File: config.mk
export PLATFORM = sky130hd
export DESIGN_NAME = i2c_start_ack_ctrl
export DESIGN_NICKNAME = d
export VERILOG_FILES = /design/src/rtl/i2c_start_ack_ctrl.sv
export SDC_FILE = /design/constraint.sdc
export NUM_CORES = 1
export LEC_CHECK = 0
export BUFFER_PORTS_ARGS = -buffer_cell sky130_fd_sc_hd__buf_2
export CAP_MARGIN = 20
export CORE_UTILIZATION = 55
export CTS_CLUSTER_DIAMETER = 150
export DETAILED_ROUTE_END_ITERATION = 12
export PLACE_DENSITY = 0.76
export RECOVER_POWER = 100
export SETUP_SLACK_MARGIN = 0.5
export SLEW_MARGIN = 20
export SYNTH_ARGS = -nofsm -noshare
export SYNTH_HDL_FRONTEND = slang
export SYNTH_SLANG_ARGS = --single-unit
File: constraint.sdc
create_clock -name clk -period 2.4 [get_ports clk]
set_clock_uncertainty 0.1 [all_clocks]
set_input_delay 0.36 -clock clk [delete_from_list [all_inputs] [get_ports clk]]
set_output_delay 0.36 -clock clk [all_outputs]
set_load 0.02 [all_outputs]
File: src/rtl/i2c_start_ack_ctrl.sv
module i2c_start_ack_ctrl #(
  parameter int CW = 8
) (
  input  logic          clk,
  input  logic          rst_n,
  input  logic          cfg_wr,
  input  logic          cfg_enable,
  input  logic          cfg_start,
  input  logic          cfg_stop,
  input  logic          cfg_release,
  input  logic          cfg_ack_en,
  input  logic [CW-1:0] hold_cycles,
  input  logic          scl_in,
  input  logic          sda_in,
  input  logic          master_wait,
  input  logic          ack_slot,
  input  logic          addr_byte,
  input  logic          ext_code,
  output logic          scl_oe,
  output logic          sda_oe,
  output logic          start_pending,
  output logic          ack_enabled,
  output logic          bus_busy,
  output logic          start_done,
  output logic          arb_lost
);

  typedef enum logic [2:0] {S_IDLE, S_GEN, S_MST, S_RS_LOW, S_RS_HIGH} st_t;

  st_t           st;
  logic          en_q, ack_q, start_q, wr_seen, busy_q, scl_d, sda_d;
  logic [CW-1:0] tmr, free_cnt;

  logic start_seen, stop_seen, tmr_hit, ack_drive;
  logic force_idle, kill, launch, restart, arb_hit, gen_done;

  assign start_seen = scl_in & scl_d & sda_d & ~sda_in;
  assign stop_seen  = scl_in & scl_d & ~sda_d & sda_in;
  assign tmr_hit    = (tmr == hold_cycles);
  assign ack_drive  = en_q & ack_q & ack_slot & (~addr_byte | ext_code);

  assign force_idle = cfg_wr & (~cfg_enable | cfg_release);
  assign kill       = cfg_wr & (~cfg_enable | cfg_release | ~cfg_start);
  assign launch     = en_q & start_q & (st == S_IDLE) & ~busy_q & ~kill;
  assign restart    = en_q & start_q & (st == S_MST) & master_wait & ~kill;
  assign arb_hit    = (st == S_RS_HIGH) & scl_in & ~sda_in;
  assign gen_done   = (st == S_GEN) & tmr_hit;

  assign sda_oe = (st == S_GEN) |
                  (((st == S_IDLE) | (st == S_MST)) & ack_drive);
  assign scl_oe = (st == S_RS_LOW) | ((st == S_MST) & master_wait);

  assign start_pending = start_q & ~wr_seen;
  assign ack_enabled   = ack_q;
  assign bus_busy      = busy_q;

  always_ff @(posedge clk or negedge rst_n) begin
    if (!rst_n) begin
      scl_d <= 1'b1;
      sda_d <= 1'b1;
    end else begin
      scl_d <= scl_in;
      sda_d <= sda_in;
    end
  end

  always_ff @(posedge clk or negedge rst_n) begin
    if (!rst_n) begin
      en_q    <= 1'b0;
      ack_q   <= 1'b0;
      wr_seen <= 1'b0;
    end else begin
      wr_seen <= cfg_wr;
      if (cfg_wr) begin
        en_q  <= cfg_enable;
        ack_q <= cfg_ack_en;
      end
    end
  end

  always_ff @(posedge clk or negedge rst_n) begin
    if (!rst_n)
      start_q <= 1'b0;
    else if (cfg_wr) begin
      if (!cfg_enable || cfg_release || !cfg_start) start_q <= 1'b0;
      else if (!cfg_stop)                          start_q <= 1'b1;
      else                                         start_q <= start_q & ~(gen_done | arb_hit);
    end else if (!en_q || gen_done || arb_hit)
      start_q <= 1'b0;
  end

  always_ff @(posedge clk or negedge rst_n) begin
    if (!rst_n) begin
      st         <= S_IDLE;
      tmr        <= '0;
      start_done <= 1'b0;
      arb_lost   <= 1'b0;
    end else begin
      start_done <= gen_done & ~force_idle;
      arb_lost   <= arb_hit & ~force_idle;
      if (force_idle) begin
        st  <= S_IDLE;
        tmr <= '0;
      end else begin
        case (st)
          S_IDLE: if (launch) begin
            st  <= S_GEN;
            tmr <= '0;
          end
          S_GEN: begin
            if (tmr_hit) st  <= S_MST;
            else         tmr <= tmr + CW'(1);
          end
          S_MST: if (restart) begin
            st  <= S_RS_LOW;
            tmr <= '0;
          end
          S_RS_LOW: begin
            if (tmr_hit) begin
              st  <= S_RS_HIGH;
              tmr <= '0;
            end else tmr <= tmr + CW'(1);
          end
          S_RS_HIGH: begin
            if (arb_hit)      st  <= S_IDLE;
            else if (!scl_in) tmr <= '0;
            else if (tmr_hit) begin
              st  <= S_GEN;
              tmr <= '0;
            end else tmr <= tmr + CW'(1);
          end
          default: st <= S_IDLE;
        endcase
      end
    end
  end

  always_ff @(posedge clk or negedge rst_n) begin
    if (!rst_n) begin
      busy_q   <= 1'b1;
      free_cnt <= '0;
    end else if (!en_q) begin
      busy_q   <= 1'b1;
      free_cnt <= '0;
    end else if (start_seen) begin
      busy_q   <= 1'b1;
      free_cnt <= '0;
    end else if (stop_seen) begin
      busy_q   <= 1'b0;
      free_cnt <= '0;
    end else if (st != S_IDLE || !(scl_in && sda_in)) begin
      free_cnt <= '0;
    end else if (free_cnt == hold_cycles) begin
      busy_q <= 1'b0;
    end else begin
      free_cnt <= free_cnt + CW'(1);
    end
  end

endmodule

==> results.txt, run 1 <==
The average vias per placed instance was 5.91. The non-filler instance count after layout is 246, and the internal power contribution is 586 uW. The clock passes through at most 2 buffers. Setup repair after global routing could not meet its margin everywhere. The run gives 6 as the count of unresolved DRC violations after routing. In this run the register-to-register setup slack is 0.28 ns.

Entering global routing, the biggest net connects 29 pins. Wire segments on met3 add up to 164 um in the final route. After detailed placement, the design holds a cell count of 233. The die outline height is 57.3 um. The number of register bits inferred by synthesis was 28; the number of detailed-route iterations in the first pass was 8. The worst setup path category is flop to flop.

In this run, CTS created clock tree buffers numbering 3. The clock root buffer was sky130_fd_sc_hd__clkbuf_4. The synthesized area was 0.00168 mm2. The final route contains 1,454 vias.

The count of clock tree sinks is 28. The worst flop-to-flop path startpoint is tmr[2]. The per-instance average area after synthesis works out to 9.40 um2. The slowest stage of the critical path is the sky130_fd_sc_hd__dfrtp_1 cell.

Slew at the pin closest to its max-slew limit: 0.619 ns. In this run the tool buffered the top-level ports with 28 buffer cells. After filler insertion, the fill cell instance count of the layout stands at 236.

The number of levels in the clock H-tree was 1. The run gives 25.2% as the clock power share. The synthesis warning total was 0; the residual overflow from global routing was 0. The tools report the post-detailed-routing wire length as 3680 um. The post-layout total power was 783 uW.

Derived from the worst setup path, the maximum achievable clock frequency is 471 MHz. In this run the most critical hold path is launched from sda_in. The final reports fail on design-rule violations. The path class of the tightest hold or removal check is primary input to flop. The final cycle utilization of the critical path is 88.5%. The post-route met1 wirelength is 1640 um, and the sequential fraction of design power is 62.3%.

29 I/O pins were placed. Sequential cells were found to cover 41.9% of the synthesized design area. The maximum single-stage delay on the critical path is 0.45 ns.

Detailed placement ended at an HPWL of 2570 um. Measured in cells, the most critical reg-to-reg path has a length of 6. Data on the critical path arrives at its endpoint at 2.26 ns.

From left edge to right edge, the die measures 57.3 um. For the number of nets still failing antenna checks after routing, the log shows 0. The tools report the number of global-route vias before repair as 1,445. The critical path goes through xor2_1, nor4_4, and2_0, a22o_4, nor2_4, mux2_2. Grouping stages by cell kind, the critical path spends the most delay in simple AND/OR/NAND/NOR gates. The power density normalized to cell area was 394 mW/mm2; the final count of hold timing violations was 0.

The clock insertion delay at the later pin of the skew report is 0.33 ns. Of the post-synthesis cell area, the dominant cell type holds 37.2%. The region available for standard cell placement spans 0.00283 mm2.

The final setup violation count was 0; the number of stages on the worst hold path was 1. The initial standard-cell utilization of the core was 59.5%. At the end of the flow, the number of nets in the layout was 240. TritonCTS built the clock tree. The run gives 70.3% as the final core utilization.

Critical register-to-register path endpoint: tmr[0]. By area the synthesized netlist is led by sky130_fd_sc_hd__dfrtp_1, sky130_fd_sc_hd__xor2_1, sky130_fd_sc_hd__dfstp_2. The cell count after synthesis was 179; the clock slew seen by the registers of the worst setup and hold paths was 0.15 ns.

The share of total power in combinational logic was 12.4%. The die covers 0.00329 mm2. Headroom to the max-slew limit came out at 58.7%.

After detailed routing, the average wire length per cell comes to 15.0 um. The clock period minus worst slack was 2.12 ns; the maximum fanout count along the critical path was 7. The run gives 0.868 nW as the leakage power.

Number of placement rows: 19. Global routing consumed, over all layers together, 24.6% of the routing resources. The run gives 0 as the initial antenna violation count. The multi-input combinational cells in the finished layout cover a total of 0.00101 mm2.

STA classifies the critical path endpoint as a flop. The synthesis-to-layout area growth is 18.1%. Data on the critical path is required at its endpoint by 2.54 ns.

In the final layout, flip-flops and latches occupy 706 um2. In this run, distinct cell masters in the synthesized netlist total 40. The proportion of layout cells with a drive suffix above 1 came out at 21.9%. Top routing layer in use: met4. Across all hold checks on the routed design, the worst slack comes to 0.0968 ns.

The worst-case IR drop observed on VDD is 295 uV. The run finished, with violations left. The startpoint type of the worst setup path was a flop. The number of max-cap violations is 0. The max-slew violation total from the final report came out at 0.

0 antenna diodes ended up in the layout. The run gives 6290 um as the global-route wire length before repair. The leading area contributor after synthesis was sky130_fd_sc_hd__dfrtp_1. Counting every net in the synthesized netlist gives 203. The global placement routability congestion came out at 0.900.

Together, buffers and inverters on the worst path number 0. The detailed router's first-iteration violation count is 68. For this design the total switching power over the nets is 197 uW. The path with the worst hold slack has its endpoint at sda_d. The switching share of power came out at 25.2%.

The routed design uses 1820 um of met2 wire. The final-layout setup total negative slack came out at 0 ns.
[cell type report]
class	count	area share, %
Multi-Input combinational cell	143	51.0
Sequential cell	28	35.5
Timing Repair Buffer	36	9.44
Tap cell	31	1.95
Clock buffer	4	1.32
Inverter	4	0.755
[per-stage QoR]
stage,setup slack [ns],cell area [um2]
after CTS,0.352,2000
after global routing,0.159,1990
after floorplan,0.460,1700
final,0.276,1990
after detailed placement,0.221,1860
after global placement,0.268,1860
[power by group through the flow]
stage / sequential, mW / combinational [mW] / clock, mW
after global placement: 0.496 / 0.0897 / 0
after global routing: 0.489 / 0.108 / 0.225
after detailed placement: 0.497 / 0.0923 / 0
final: 0.488 / 0.0975 / 0.198
after floorplan: 0.497 / 0.0446 / 0
after CTS: 0.488 / 0.0982 / 0.203
[Yosys cell counts]
| cell type | n |
|---|---|
| sky130_fd_sc_hd__dfrtp_1 | 25 |
| sky130_fd_sc_hd__nand2_1 | 20 |
| sky130_fd_sc_hd__nor2_1 | 15 |
| sky130_fd_sc_hd__xor2_1 | 13 |
| sky130_fd_sc_hd__nor2b_1 | 9 |
| sky130_fd_sc_hd__xnor2_1 | 9 |
| sky130_fd_sc_hd__o21ai_0 | 7 |
| sky130_fd_sc_hd__a21oi_1 | 6 |
| sky130_fd_sc_hd__and3_1 | 6 |
| sky130_fd_sc_hd__nand3_1 | 6 |
| sky130_fd_sc_hd__a22o_1 | 5 |
| sky130_fd_sc_hd__nand4_1 | 5 |
| sky130_fd_sc_hd__clkbuf_1 | 4 |
| sky130_fd_sc_hd__inv_1 | 4 |
| sky130_fd_sc_hd__nand2b_1 | 4 |
| sky130_fd_sc_hd__a211o_1 | 3 |
| sky130_fd_sc_hd__dfstp_2 | 3 |
| sky130_fd_sc_hd__nor4_1 | 3 |
| sky130_fd_sc_hd__o21ai_1 | 3 |
| sky130_fd_sc_hd__or3_1 | 3 |
| sky130_fd_sc_hd__and2_1 | 2 |
| sky130_fd_sc_hd__ha_1 | 2 |
| sky130_fd_sc_hd__mux2_2 | 2 |
| sky130_fd_sc_hd__nor3_1 | 2 |
| sky130_fd_sc_hd__nor4_4 | 2 |
| sky130_fd_sc_hd__o31ai_1 | 2 |
| sky130_fd_sc_hd__a21boi_0 | 1 |
| sky130_fd_sc_hd__a22oi_1 | 1 |
| sky130_fd_sc_hd__a31oi_1 | 1 |
| sky130_fd_sc_hd__a32oi_4 | 1 |
| sky130_fd_sc_hd__a41oi_1 | 1 |
| sky130_fd_sc_hd__and4b_1 | 1 |
| sky130_fd_sc_hd__buf_2 | 1 |
| sky130_fd_sc_hd__nand2_2 | 1 |
| sky130_fd_sc_hd__nor2_2 | 1 |
| sky130_fd_sc_hd__o2111ai_1 | 1 |
| sky130_fd_sc_hd__o211a_1 | 1 |
| sky130_fd_sc_hd__o311ai_0 | 1 |
| sky130_fd_sc_hd__o32a_1 | 1 |
| sky130_fd_sc_hd__or2_2 | 1 |
[worst max path at each step]
stage	startpoint	end	cells after the start
after detailed placement	hold_cycles[2]	tmr[0]	7
after global routing	tmr[2]	tmr[0]	6
after CTS	tmr[6]	tmr[7]	6
after global placement	hold_cycles[2]	start_q	7
final	tmr[2]	tmr[0]	6
after floorplan	tmr[4]	tmr[0]	6
[what timing repair did]
item | 4_1_cts | 5_1_grt
pin swaps | 8 | 8
endpoints found under the setup margin | 10 | 14
gates resized for setup | 11 | 9
setup buffers | 6 | 1
gates cloned | 1 | 0
hold buffers | 1 | 0
endpoints found under the hold margin | 25 | 0
[cell families (layout without fill, tap and decap cells)]
| logic type | Yosys count | count (layout) | synth area share (%) |
|---|---|---|---|
| adder cells (fa/ha/maj) | 2 | 2 | 1.49 |
| XOR/XNOR | 22 | 22 | 11.5 |
| AO/OA/AOI/OAI | 35 | 36 | 15.5 |
| buffers and inverters | 9 | 44 | 2.08 |
| AND/OR/NAND/NOR | 81 | 81 | 26.3 |
| multiplexers | 2 | 2 | 1.34 |
| flip-flops | 28 | 28 | 41.9 |
[per-layer routing]
layer  vias up  GRT usage, %
met3         7          2.95
met1       685          32.0
met5         -             0
li1        716             -
met4         0          8.36
met2        46          42.9
[cell usage in the layout (no fill, tap or decap), drive strengths merged, types with 6 or more instances in the layout]
master	n
buf	25
xnor2	9
xor2	13
clkbuf	14
nand2	21
and3	6
nand3	6
o21ai	10
nor2b	9
dfrtp	25
a21oi	6
nor2	16
[registers in the layout, summed over array words and instances (netlist names)]
| signal | count |
|---|---|
| free_cnt | 8 |
| scl_d | 1 |
| bus_busy | 1 |
| start_done | 1 |
| sda_d | 1 |
| tmr | 8 |
| st | 3 |
| en_q | 1 |
| arb_lost | 1 |
| wr_seen | 1 |
| ack_enabled | 1 |
| start_q | 1 |
Power figures use the tool's default switching activity.
==> run 2: changes to the inputs <==
--- a/config.mk
+++ b/config.mk
@@ -5,12 +5,14 @@
 export SDC_FILE = /design/constraint.sdc
 export NUM_CORES = 1
 export LEC_CHECK = 0
+export ABC_AREA = 1
 export BUFFER_PORTS_ARGS = -buffer_cell sky130_fd_sc_hd__buf_2
 export CAP_MARGIN = 20
-export CORE_UTILIZATION = 55
+export CORE_UTILIZATION = 40
 export CTS_CLUSTER_DIAMETER = 150
 export DETAILED_ROUTE_END_ITERATION = 12
-export PLACE_DENSITY = 0.76
+export MAX_ROUTING_LAYER = met4
+export PLACE_DENSITY = 0.58
 export RECOVER_POWER = 100
 export SETUP_SLACK_MARGIN = 0.5
 export SLEW_MARGIN = 20
==> run 2 against run 1 <==
  * Utilization down 23 points
  * Critical endpoint is now scl_oe
  * Die area is 50% higher
  * Sequential power increased by 13%
  * Critical path depth is 2 lower
  * The flow finishes with violations (max-capacitance violations, max-slew violations)
  * Non-clock buffer count is 5 lower
  * Combinational power increased to 4.8 times the previous value
  * Via count increased by 16%
  * Routed wire length is 10% higher
  * Cell count up 41%
  * Critical path type is now flop to primary output
  * Count of clock-buffer cells in the layout unchanged
==> results.txt, run 2 <==
In this run, flip-flops and latches consume 42.0% of the power. STA classifies the critical path startpoint as a flop. The run gives 286 as the number of nets in the synthesized netlist. Clock latency on the worst-skew pair, taken at its later pin, is 0.27 ns. The library cells used most frequently in the layout, excluding fill and tap cells, are sky130_fd_sc_hd__nand2_1, sky130_fd_sc_hd__inv_1, sky130_fd_sc_hd__nor2_1. Slew at the pin closest to its max-slew limit: 1.54 ns. The highest-delay cell along the critical path was sky130_fd_sc_hd__dfrtp_1. The clock network is responsible for 22.4% of the overall power.

Routed length per placed instance: 11.7 um. The final count of hold timing violations came out at 0. The final cycle utilization of the critical path was 79.8%; the post-synthesis cell type count was 32.

Summed over all nets, the half-perimeter wirelength after detailed placement is 3160 um. After routing the design area is 0.00209 mm2. Once placement completed, the tool counted placed cells totaling 341.

The maximum fanout count along the critical path works out to 7. In this run the standard cell core region covers 0.00441 mm2. The die outline height was 70.2 um; the number of max-cap violations was 1.

The worst hold path terminates at sda_d. Power spread over the standard cell area amounts to 630 mW/mm2. In this run the worst hold path is classified as primary input to flop. Sequential cells were found to cover 37.9% of the synthesized design area. The run finished, with violations left.

The die is 70.2 um wide. The first global-routing pass estimated 7280 um of wire. Traced cell by cell, the critical path runs through inv_1, nor2_1, a31o_2, buf_2. The run gives 0 as the initial antenna violation count. 29 I/O pins were placed. The maximum single-stage delay on the critical path works out to 0.53 ns. sky130_fd_sc_hd__dfrtp_1 takes more of the synthesized area than any other cell. Compared with the post-synthesis result, the final layout area differs by 12.3%. For this run, the detailed router's first-pass iteration total came to 4.

The number of placement rows is 24, and the number of register bits inferred by synthesis is 28. Clock tree synthesis found a total of 28 sinks. In this run the critical register-to-register path is captured at tmr[3]. The run gives 0 as the residual overflow from global routing. The cell family with the largest share of critical-path delay is flip-flops.

The final-layout setup total negative slack was 0 ns; the power dissipated by switching net loads was 497 uW. In the final layout, the multi-input gates occupy 963 um2. The number of enable flip-flop cells after synthesis is 0, and the data arrival time of the worst path is 1.46 ns.

The average vias per placed instance came out at 4.85. The global placement routability congestion is 0.952. Static timing analysis puts the maximum clock frequency at 522 MHz. The leakage power was 1.03 nW; the switching share of power was 37.8%. For this run, the number of Yosys warnings is 0.

The cell area that synthesis handed to floorplanning was 0.00186 mm2. Proportion of layout cells with a drive suffix above 1: 14.6%. The number of levels in the clock H-tree was 1. Number of stages on the worst hold path: 1. The die covers 0.00493 mm2. Summing all placed instances gives a cell area of 0.00205 mm2. The run gives 1,601 as the number of global-route vias before repair. The tools report the total clock buffers created by CTS as 3. Number of nets still failing antenna checks after routing: 0.

Cell with the most instances after synthesis: sky130_fd_sc_hd__nand2_1. Setup violations remaining at the end of the flow were counted as 0. Worst flop-to-flop path startpoint: st[1]. Across all setup checks in the final design, the least slack found is 0.485 ns.

Leaving out fill and tap cells, the most frequent cell in the layout is sky130_fd_sc_hd__nand2_1. The predominant post-synthesis flop cell is sky130_fd_sc_hd__dfrtp_1. Once layout is complete, the utilization of the core stands at 47.3%. In the final layout, flip-flops and latches occupy 704 um2. The repair_antennas step left the layout with diodes totalling 0.

OpenSTA, run right after detailed placement, puts the worst setup slack at 0.690 ns. Counting every instance in the synthesized netlist gives 262. After synthesis, the mean cell area works out to 7.10 um2. The count of unresolved DRC violations after routing was 0. The tools report the slack of the worst reg-to-reg path as 0.66 ns. The worst path required time was 1.94 ns.

For this run, the total global-route usage over all layers was measured as 18.9%. The total number of nets in the final design came out at 320. Sorting the synthesized cells by how often they occur yields sky130_fd_sc_hd__nand2_1, sky130_fd_sc_hd__inv_1, sky130_fd_sc_hd__nor2_1, sky130_fd_sc_hd__dfrtp_1. The share of total power in combinational logic came out at 35.6%. For this configuration, the core starts out at a cell density of 42.1%. Clock-pin slew was measured on the worst setup and hold paths at 0.10 ns. In the final layout, the registers with the most flip-flops are free_cnt (8), tmr (8), st (3). The internal power of the cells totals 820 uW. After layout, the minimum clock period comes to 1.92 ns. Across the VDD grid, the largest voltage drop is 393 uV. Summed over all layers, the routed wires come to 4060 um.

The max-slew violation total from the final report was 29; the combined buffer and inverter count along the critical path was 2. Counting along the longest clock path gives a buffer depth of 2. The tree is rooted in a sky130_fd_sc_hd__clkbuf_8.

The fraction of post-synthesis cell area in the top cell type by area is 33.6%. During placement, the flow inserted port buffers numbering 28. The worst setup path category was flop to primary output. Fill cells in the final layout number 499. The worst hold path begins at sda_in.

Detailed router's first-iteration violation count: 75. The checks that failed: max-capacitance violations, max-slew violations. Setup repair after global routing left no endpoint under its margin. Length in cells of the worst reg-to-reg path: 9.

STA classifies the critical path endpoint as a primary output. The tools report the non-filler instance count after layout as 347. The pin count of the biggest net entering global routing came out at 29.

Measured against its own limit, the worst slew margin works out to -2.52%. Of all flip-flops after synthesis, the portion carrying an async set or reset was 100%. After synthesis, the cell types taking the most area are sky130_fd_sc_hd__dfrtp_1, sky130_fd_sc_hd__nand2_1, sky130_fd_sc_hd__inv_1. TritonCTS built the clock tree. The detailed router placed 1,683 vias in this run.
[run 2: cell count changes after synthesis, sizes merged, moves of 8 or more]
| cell | previous run | this run |
|---|---|---|
| a21oi | 6 | 14 |
| inv | 4 | 39 |
| nand2 | 21 | 84 |
| nand3 | 6 | 16 |
| nor2 | 16 | 30 |
| nor2b | 9 | 0 |
| xor2 | 13 | 1 |
[run 2: cell families (layout without fill, tap and decap cells)]
family | Yosys count | in the layout | share of synthesized area (%)
flip-flops | 28 | 28 | 37.9
adder cells (fa/ha/maj) | 2 | 2 | 1.34
buffers and inverters | 42 | 75 | 9.35
AND/OR/NAND/NOR | 143 | 143 | 33.8
XOR/XNOR | 11 | 11 | 5.18
AO/OA/AOI/OAI | 36 | 36 | 12.5
[run 2: power by group through the flow]
stage | sequential, mW | clock, mW | combinational (mW)
after global routing | 0.559 | 0.323 | 0.534
after global placement | 0.554 | 0 | 0.441
after CTS | 0.546 | 0.303 | 0.447
after floorplan | 0.546 | 0 | 0.339
after detailed placement | 0.554 | 0 | 0.442
final | 0.553 | 0.295 | 0.469
[run 2: per-stage QoR]
step / hold WS [ns] / power (mW)
floorplan: -0.0356 / 0.885
global placement: 0.332 / 0.994
detailed placement: 0.333 / 0.996
CTS: 0.0240 / 1.30
global route: 0.0829 / 1.42
finish: 0.0961 / 1.32
[run 2: repair_timing]
| item | CTS | global route |
|---|---|---|
| hold buffers | 0 | 0 |
| pin swaps | 0 | 1 |
| endpoints found under the setup margin | 1 | 2 |
| gates resized for setup | 1 | 6 |
| buffers inserted | 0 | 2 |
[run 2: how the worst max path moves through the flow]
stage | start | to | slack [ns] | depth (start not counted)
after floorplan | st[0] | sda_oe | 0.80 | 3
after global routing | st[1] | scl_oe | 0.37 | 4
after detailed placement | cfg_enable | tmr[6] | 0.69 | 9
after global placement | cfg_enable | tmr[7] | 0.71 | 9
final | st[1] | scl_oe | 0.48 | 4
after CTS | st[2] | sda_oe | 0.50 | 6
[run 2: area by class of cell]
class / instances / area share, %
Multi-Input combinational cell: 192 / 46.1
Sequential cell: 28 / 33.7
Inverter: 40 / 7.25
Timing Repair Buffer: 31 / 7.19
Tap cell: 52 / 3.11
Clock buffer: 4 / 2.63
[run 2: layer usage]
metal,share of wire (%),GRT usage [%],routed length [um],up-vias
met3,3.0,3.46,123,4
met1,52,26.2,2090,759
met4,0.71,4.44,29,0
met5,0,-,0,-
li1,-,-,-,894
met2,45,28.8,1810,26
